--- config.mk ---
export PLATFORM = sky130hd
export DESIGN_NAME = irqd_bank
export DESIGN_NICKNAME = d
export VERILOG_FILES = /design/src/rtl/irqd_pkg.sv /design/src/rtl/irqd_lane_decode.sv /design/src/rtl/irqd_port.sv /design/src/rtl/irqd_bank.sv
export SDC_FILE = /design/constraint.sdc
export NUM_CORES = 1
export LEC_CHECK = 0
export BUFFER_PORTS_ARGS = -buffer_cell sky130_fd_sc_hd__buf_2
export CAP_MARGIN = 20
export CELL_PAD_IN_SITES_DETAIL_PLACEMENT = 1
export CELL_PAD_IN_SITES_GLOBAL_PLACEMENT = 1
export CORE_UTILIZATION = 25
export CTS_CLUSTER_DIAMETER = 50
export CTS_CLUSTER_SIZE = 30
export DETAILED_ROUTE_END_ITERATION = 8
export GPL_ROUTABILITY_DRIVEN = 1
export PLACE_DENSITY_LB_ADDON = 0.1
export SLEW_MARGIN = 40
export SYNTH_ARGS = -nofsm -noshare
export SYNTH_HDL_FRONTEND = slang
export SYNTH_SLANG_ARGS = --single-unit
--- constraint.sdc ---
create_clock -name clk -period 3.4 [get_ports clk]
set_input_delay 0 -clock clk [delete_from_list [all_inputs] [get_ports clk]]
set_output_delay 0 -clock clk [all_outputs]
set_load 0.05 [all_outputs]
--- src/rtl/irqd_pkg.sv ---
package irqd_pkg;

    // Decoded trigger choice for one pin.
    typedef struct packed {
        logic both_md;   // either edge counts (edge mode only)
        logic edge_md;   // 1: edge detect, 0: level detect
        logic high_md;   // polarity: rising edge / high level
    } pin_trig_t;

    typedef enum logic [1:0] {
        SENSE_LEVEL = 2'd0,
        SENSE_ONE   = 2'd1,
        SENSE_TWO   = 2'd2
    } sense_e;

    function automatic sense_e sense_of(pin_trig_t t);
        if (!t.edge_md)    return SENSE_LEVEL;
        else if (t.both_md) return SENSE_TWO;
        else               return SENSE_ONE;
    endfunction

    // Event for one pin given its trigger and the current/previous samples.
    function automatic logic pin_event(pin_trig_t t, logic cur, logic prv);
        logic rise;
        logic fall;
        rise = cur & ~prv;
        fall = ~cur & prv;
        unique case (sense_of(t))
            SENSE_LEVEL: return t.high_md ? cur : ~cur;
            SENSE_ONE:   return t.high_md ? rise : fall;
            SENSE_TWO:   return rise | fall;
            default:     return 1'b0;
        endcase
    endfunction

endpackage

--- src/rtl/irqd_lane_decode.sv ---
module irqd_lane_decode
    import irqd_pkg::*;
#(
    parameter int PINS = 8
) (
    input  logic [3*PINS-1:0]           lane,
    output pin_trig_t [PINS-1:0]        trig
);
    localparam int EDGE_BASE = PINS;
    localparam int BOTH_BASE = 2 * PINS;

    for (genvar n = 0; n < PINS; n++) begin : g_pin
        assign trig[n].high_md = lane[n];
        assign trig[n].edge_md = lane[EDGE_BASE + n];
        assign trig[n].both_md = lane[BOTH_BASE + n];
    end

endmodule

--- src/rtl/irqd_port.sv ---
module irqd_port
    import irqd_pkg::*;
#(
    parameter int PINS = 8
) (
    input  logic                  clk,
    input  logic                  rst,
    input  logic [PINS-1:0]       pin_now,
    input  pin_trig_t [PINS-1:0]  trig,
    input  logic [PINS-1:0]       en,
    input  logic [PINS-1:0]       clr,
    output logic [PINS-1:0]       status,
    output logic                  irq
);
    logic [PINS-1:0] pin_prev;
    logic [PINS-1:0] hit;

    for (genvar n = 0; n < PINS; n++) begin : g_evt
        assign hit[n] = pin_event(trig[n], pin_now[n], pin_prev[n]);
    end

    // Previous sample follows the pin every cycle, independent of type.
    always_ff @(posedge clk) begin
        pin_prev <= pin_now;
    end

    // New events win over a clear arriving in the same cycle.
    always_ff @(posedge clk) begin
        if (rst) status <= '0;
        else     status <= (status & ~clr) | hit;
    end

    assign irq = |(status & en);

    for (genvar n = 0; n < PINS; n++) begin : g_chk
        AST_STATUS_HOLDS: assert property (@(posedge clk) disable iff (rst)
            (status[n] && !clr[n]) |=> status[n]);
        AST_FALL_NEEDS_CLEAR: assert property (@(posedge clk) disable iff (rst)
            $fell(status[n]) |-> $past(clr[n]));
        AST_LEVEL_HIGH_SETS: assert property (@(posedge clk) disable iff (rst)
            (!trig[n].edge_md && trig[n].high_md && pin_now[n]) |=> status[n]);
        AST_LEVEL_LOW_SETS: assert property (@(posedge clk) disable iff (rst)
            (!trig[n].edge_md && !trig[n].high_md && !pin_now[n]) |=> status[n]);
        AST_RISE_BEATS_CLEAR: assert property (@(posedge clk) disable iff (rst)
            (trig[n].edge_md && !trig[n].both_md && trig[n].high_md
             && pin_now[n] && !$past(pin_now[n]) && clr[n]) |=> status[n]);
    end

    AST_IRQ_GATED: assert property (@(posedge clk) disable iff (rst)
        (en == '0) |-> !irq);

endmodule

--- src/rtl/irqd_bank.sv ---
module irqd_bank
    import irqd_pkg::*;
#(
    parameter int NPORTS = 4,
    parameter int PINS   = 8
) (
    input  logic                        clk,
    input  logic                        rst,
    input  logic [NPORTS*PINS-1:0]      pin_in,
    input  logic [NPORTS*3*PINS-1:0]    trig_cfg,
    input  logic [NPORTS*PINS-1:0]      irq_en,
    input  logic [NPORTS*PINS-1:0]      clr_pulse,
    output logic [NPORTS*PINS-1:0]      status,
    output logic [NPORTS-1:0]           port_irq,
    output logic                        bank_irq
);
    localparam int LANE_W = 3 * PINS;

    for (genvar p = 0; p < NPORTS; p++) begin : g_port
        pin_trig_t [PINS-1:0] trig;

        irqd_lane_decode #(.PINS(PINS)) u_dec (
            .lane (trig_cfg[p*LANE_W +: LANE_W]),
            .trig (trig)
        );

        irqd_port #(.PINS(PINS)) u_port (
            .clk     (clk),
            .rst     (rst),
            .pin_now (pin_in[p*PINS +: PINS]),
            .trig    (trig),
            .en      (irq_en[p*PINS +: PINS]),
            .clr     (clr_pulse[p*PINS +: PINS]),
            .status  (status[p*PINS +: PINS]),
            .irq     (port_irq[p])
        );
    end

    assign bank_irq = |port_irq;

    AST_BANK_QUIET: assert property (@(posedge clk) disable iff (rst)
        (port_irq == '0) |-> !bank_irq);

endmodule

==> summary.md <==
| Metric | Value |
|---|---|
| CTS tree | built |
| Largest stage delay on the critical path | 0.57 ns |
| Reg clk slew, reported paths | about 0.060 ns |
| Flip-flop and latch area | roughly 0.0013 sq mm |
| Nets | 1033 |
| Root buffer cell | clkbuf_16 |
| Psw | 0.755 mW |
| Share of layout cells above drive strength 1 | 0.355 |
| Hold depth | 2 |
| RSZ-0062 raised after global routing | false |
| Crit path cell chain | a22oi_1, nand4_1, or4_1, buf_2 |
| Ys async rst share | 0 |
| DP HPWL | 10.6 mm |
| Top_reg_cell synth | dfxtp_1 |
| Largest cells by area after synthesis | dfxtp_1 (31%), ha_1 (19%), nand2b_1 (9.5%), mux2_2 (8.7%), xnor2_1 (6.8%) |
| Maximum fanout along the worst path | 3 |
| Mapped Area | 0.00413 sq mm |
| First-pass iteration count of the detailed router | 4 |
| Hold EP | g_port[3].u_port.pin_prev[4] |
| Core Region | ~0.016 sq mm |
| GRT Util Overall | 0.161 |
| # resized after CTS | 0 |
| Rows | 46 |
| Area grow syn2layout | 63.5% |
| Final period util | 0.554 |
| Post-synth EDFFs | 0 |
| Die Wd | 131 um |
| Min-delay src | pin_in[28] |
| Final Routed Wirelength | 13.4 mm |
| PD cells | 357 mW/mm^2 |
| R2r endpoint | g_port[2].u_port.status[6] |
| Worst EP arrival | 1.88 ns |
| Syn nets | ~700 |
| Crit start category | register |
| Worst-Margin Slew | 0.428 ns |
| Combinational share of power | 0.303 |
| Residual DRC | 0 |
| CP Capture Type | primary output |
| Synth top cells by count | dfxtp_1 (64), ha_1 (64), inv_1 (64), nand2b_1 (63) |
| Synthesized flop and latch total | 64 |
| CTS Buffer Depth | 2 |
| Hold Crit Class | in -> reg |
| Post-Place Worst Slack | around 1.8 ns |
| Final setup fails | 0 |
| Yosys top cell by area | dfxtp_1 |
| Final Hold Vio Count | 0 |
| First DRT Iteration DRCs | 47 |
| R2R setup slack | 1.61 ns |
| Status | completed |
| First-pass GRT wire length | 21.3 mm |
| Power, Total | ~2.4 mW |
| Largest net degree at the start of global routing | 33 |
| Area of the multi-input gates | around 0.0026 sq mm |
| CP Class | reg -> out |
| YS warnings | 0 |
| # diodes | 0 |
| Clock skew | 0.00723 ns |
| Switching Fraction | 0.313 |
| Seq/Total Area, Yosys | 0.310 |
| Vias in the first global route | 4714 |
| Clk sink count | 64 |
| Synth unique cells | 16 |
| Full die area | 0.0170 sq mm |
| Area share of the largest cell type after synthesis | 0.310 |
| Clock share of power | 0.346 |
| Worst skew pair latency | between 0.3 and 0.4 ns |
| Crit path time final | 1.88 ns |
| Delay-heaviest family, CP | simple AND/OR/NAND/NOR gates |
| Fmax | 0.531 GHz |
| Vias | 4304 |
| Fillers | 1933 |
| Antenna violations before repair | 0 |
| Hold buffer count at CTS | 96 |
| Die H | ~130 um |
| Max Cap Viol | 0 |
| Layout Utilization | 0.422 |
| Clock buffer count from CTS | 9 |
| VDD IR max | about 220 uV |
| R2R depth | 6 |
| Internal cell power | 1.66 mW |
| Critical Path Slowest Stage Cell | or4_1 |
| Worst r2r src | g_port[2].u_port.pin_prev[6] |
| Worst setup margin | ~1.5 ns |
| Initial Util | 0.258 |
| Mean post-synth cell area | 9.30 sq um |
| Critical path required time | 3.40 ns |
| Relative slew slack | 0.715 |
| Vias/cell | around 4.3 |
| Port Buffers | 230 |
| Worst path bufs/invs | 1 |
| Setup Fix Bufs, Post-CTS | 0 |
| Remaining antenna violation count after routing | 0 |
| Leak | 3.41 nW |
| Io pins | 231 |
| Sequential share of power | 0.351 |
| GP Congestion | 0.746 |
| Grt ovf | 0 |
| DP Area | approximately 0.0055 sq mm |
| Setup TNS Final | 0 ns |
| Routed WL per cell | about 13 um |
| Post-synthesis cell count | 444 |
| H-tree depth | 3 |
| Max Transition Viols Final | 0 |
| Design Area, Final | approximately 0.0068 sq mm |
==> how the worst max path moves through the flow <==
stage / start / end / slack, ns / cells after the start
after floorplan: g_port[2].u_port.status[4] / bank_irq / 1.80 / 3
after global placement: g_port[2].u_port.status[2] / bank_irq / 1.82 / 4
after detailed placement: g_port[2].u_port.status[2] / bank_irq / 1.79 / 4
after CTS: g_port[2].u_port.status[2] / bank_irq / 1.42 / 4
after global routing: g_port[2].u_port.status[2] / bank_irq / 1.38 / 4
final: g_port[2].u_port.status[2] / bank_irq / 1.52 / 4
==> registers in the layout, summed over array words and instances, names as in the netlist <==
register	flops
g_port.u_port.pin_prev	32
g_port.u_port.status	32
==> cells by family (layout without fill, tap and decap cells) <==
group                    count (synthesis)  count (layout)  share of synthesized area
multiplexers                            32              32                     0.0873
AND/OR/NAND/NOR                        101             101                      0.134
flip-flops                              64              64                      0.310
XOR/XNOR                                32              32                     0.0679
buffers and inverters                   71             405                     0.0682
adder cells (fa/ha/maj)                 64              64                      0.194
AO/OA/AOI/OAI                           80              80                      0.138
==> metal layers <==
layer / global-route usage / routed length, um / vias to the layer above
met4: 0.0622 / 203 / 0
li1: - / - / 2168
met5: 0 / 0 / -
met2: 0.310 / 7090 / 121
met1: 0.167 / 5260 / 2000
met3: 0.0391 / 846 / 15
==> placed cells by master, fill, tap and decap left out <==
| cell | netlist | final |
|---|---|---|
| nand2b_1 | 63 | 63 |
| a31oi_1 | 32 | 32 |
| ha_1 | 64 | 64 |
| nand2_1 | 32 | 32 |
| xnor2_1 | 32 | 32 |
| o211ai_1 | 32 | 32 |
| dfxtp_1 | 64 | 64 |
| clkinv_2 | 0 | 1 |
| inv_1 | 64 | 64 |
| or4_1 | 1 | 1 |
| a22oi_1 | 14 | 14 |
| clkbuf_16 | 0 | 9 |
| nand4_1 | 4 | 4 |
| clkbuf_8 | 0 | 1 |
| clkbuf_1 | 3 | 3 |
| buf_2 | 0 | 230 |
| or2b_1 | 1 | 1 |
| mux2_2 | 32 | 32 |
| buf_16 | 0 | 1 |
| dlygate4sd3_1 | 0 | 96 |
| a22oi_2 | 2 | 2 |
==> layout make-up <==
cell class / instances / share of cell area
clock buffer: 13 / 0.0371
clock inverter: 1 / 0.000741
inverter: 64 / 0.0356
multi-input combinational: 309 / 0.380
sequential: 64 / 0.190
tap: 216 / 0.0400
timing repair buffer: 327 / 0.317
==> power by group through the flow <==
stage,clock network (mW),logic [mW],registers (mW)
5_1_grt,0.902,0.809,0.854
2_1_floorplan,0,0.259,0.985
3_5_place_dp,0,0.627,0.863
6_report,0.835,0.732,0.847
3_3_place_gp,0,0.612,0.857
4_1_cts,0.876,0.737,0.847
==> metrics by stage <==
stage	std cells	hold slack (ns)
after floorplan	444	0.0277
after global placement	883	0.155
after detailed placement	883	0.159
after CTS	993	0.340
after global routing	994	0.367
final	994	0.356
==> worst reg2reg max path: cells and delay by family (launching register included) <==
kind	cells	cell delay, ns
flops	1	0.33
mux	1	0.27
compound gates	2	0.28
buf+inv	2	0.63
fa+ha+maj	1	0.17
No activity file was read; power rests on OpenSTA's default activity.
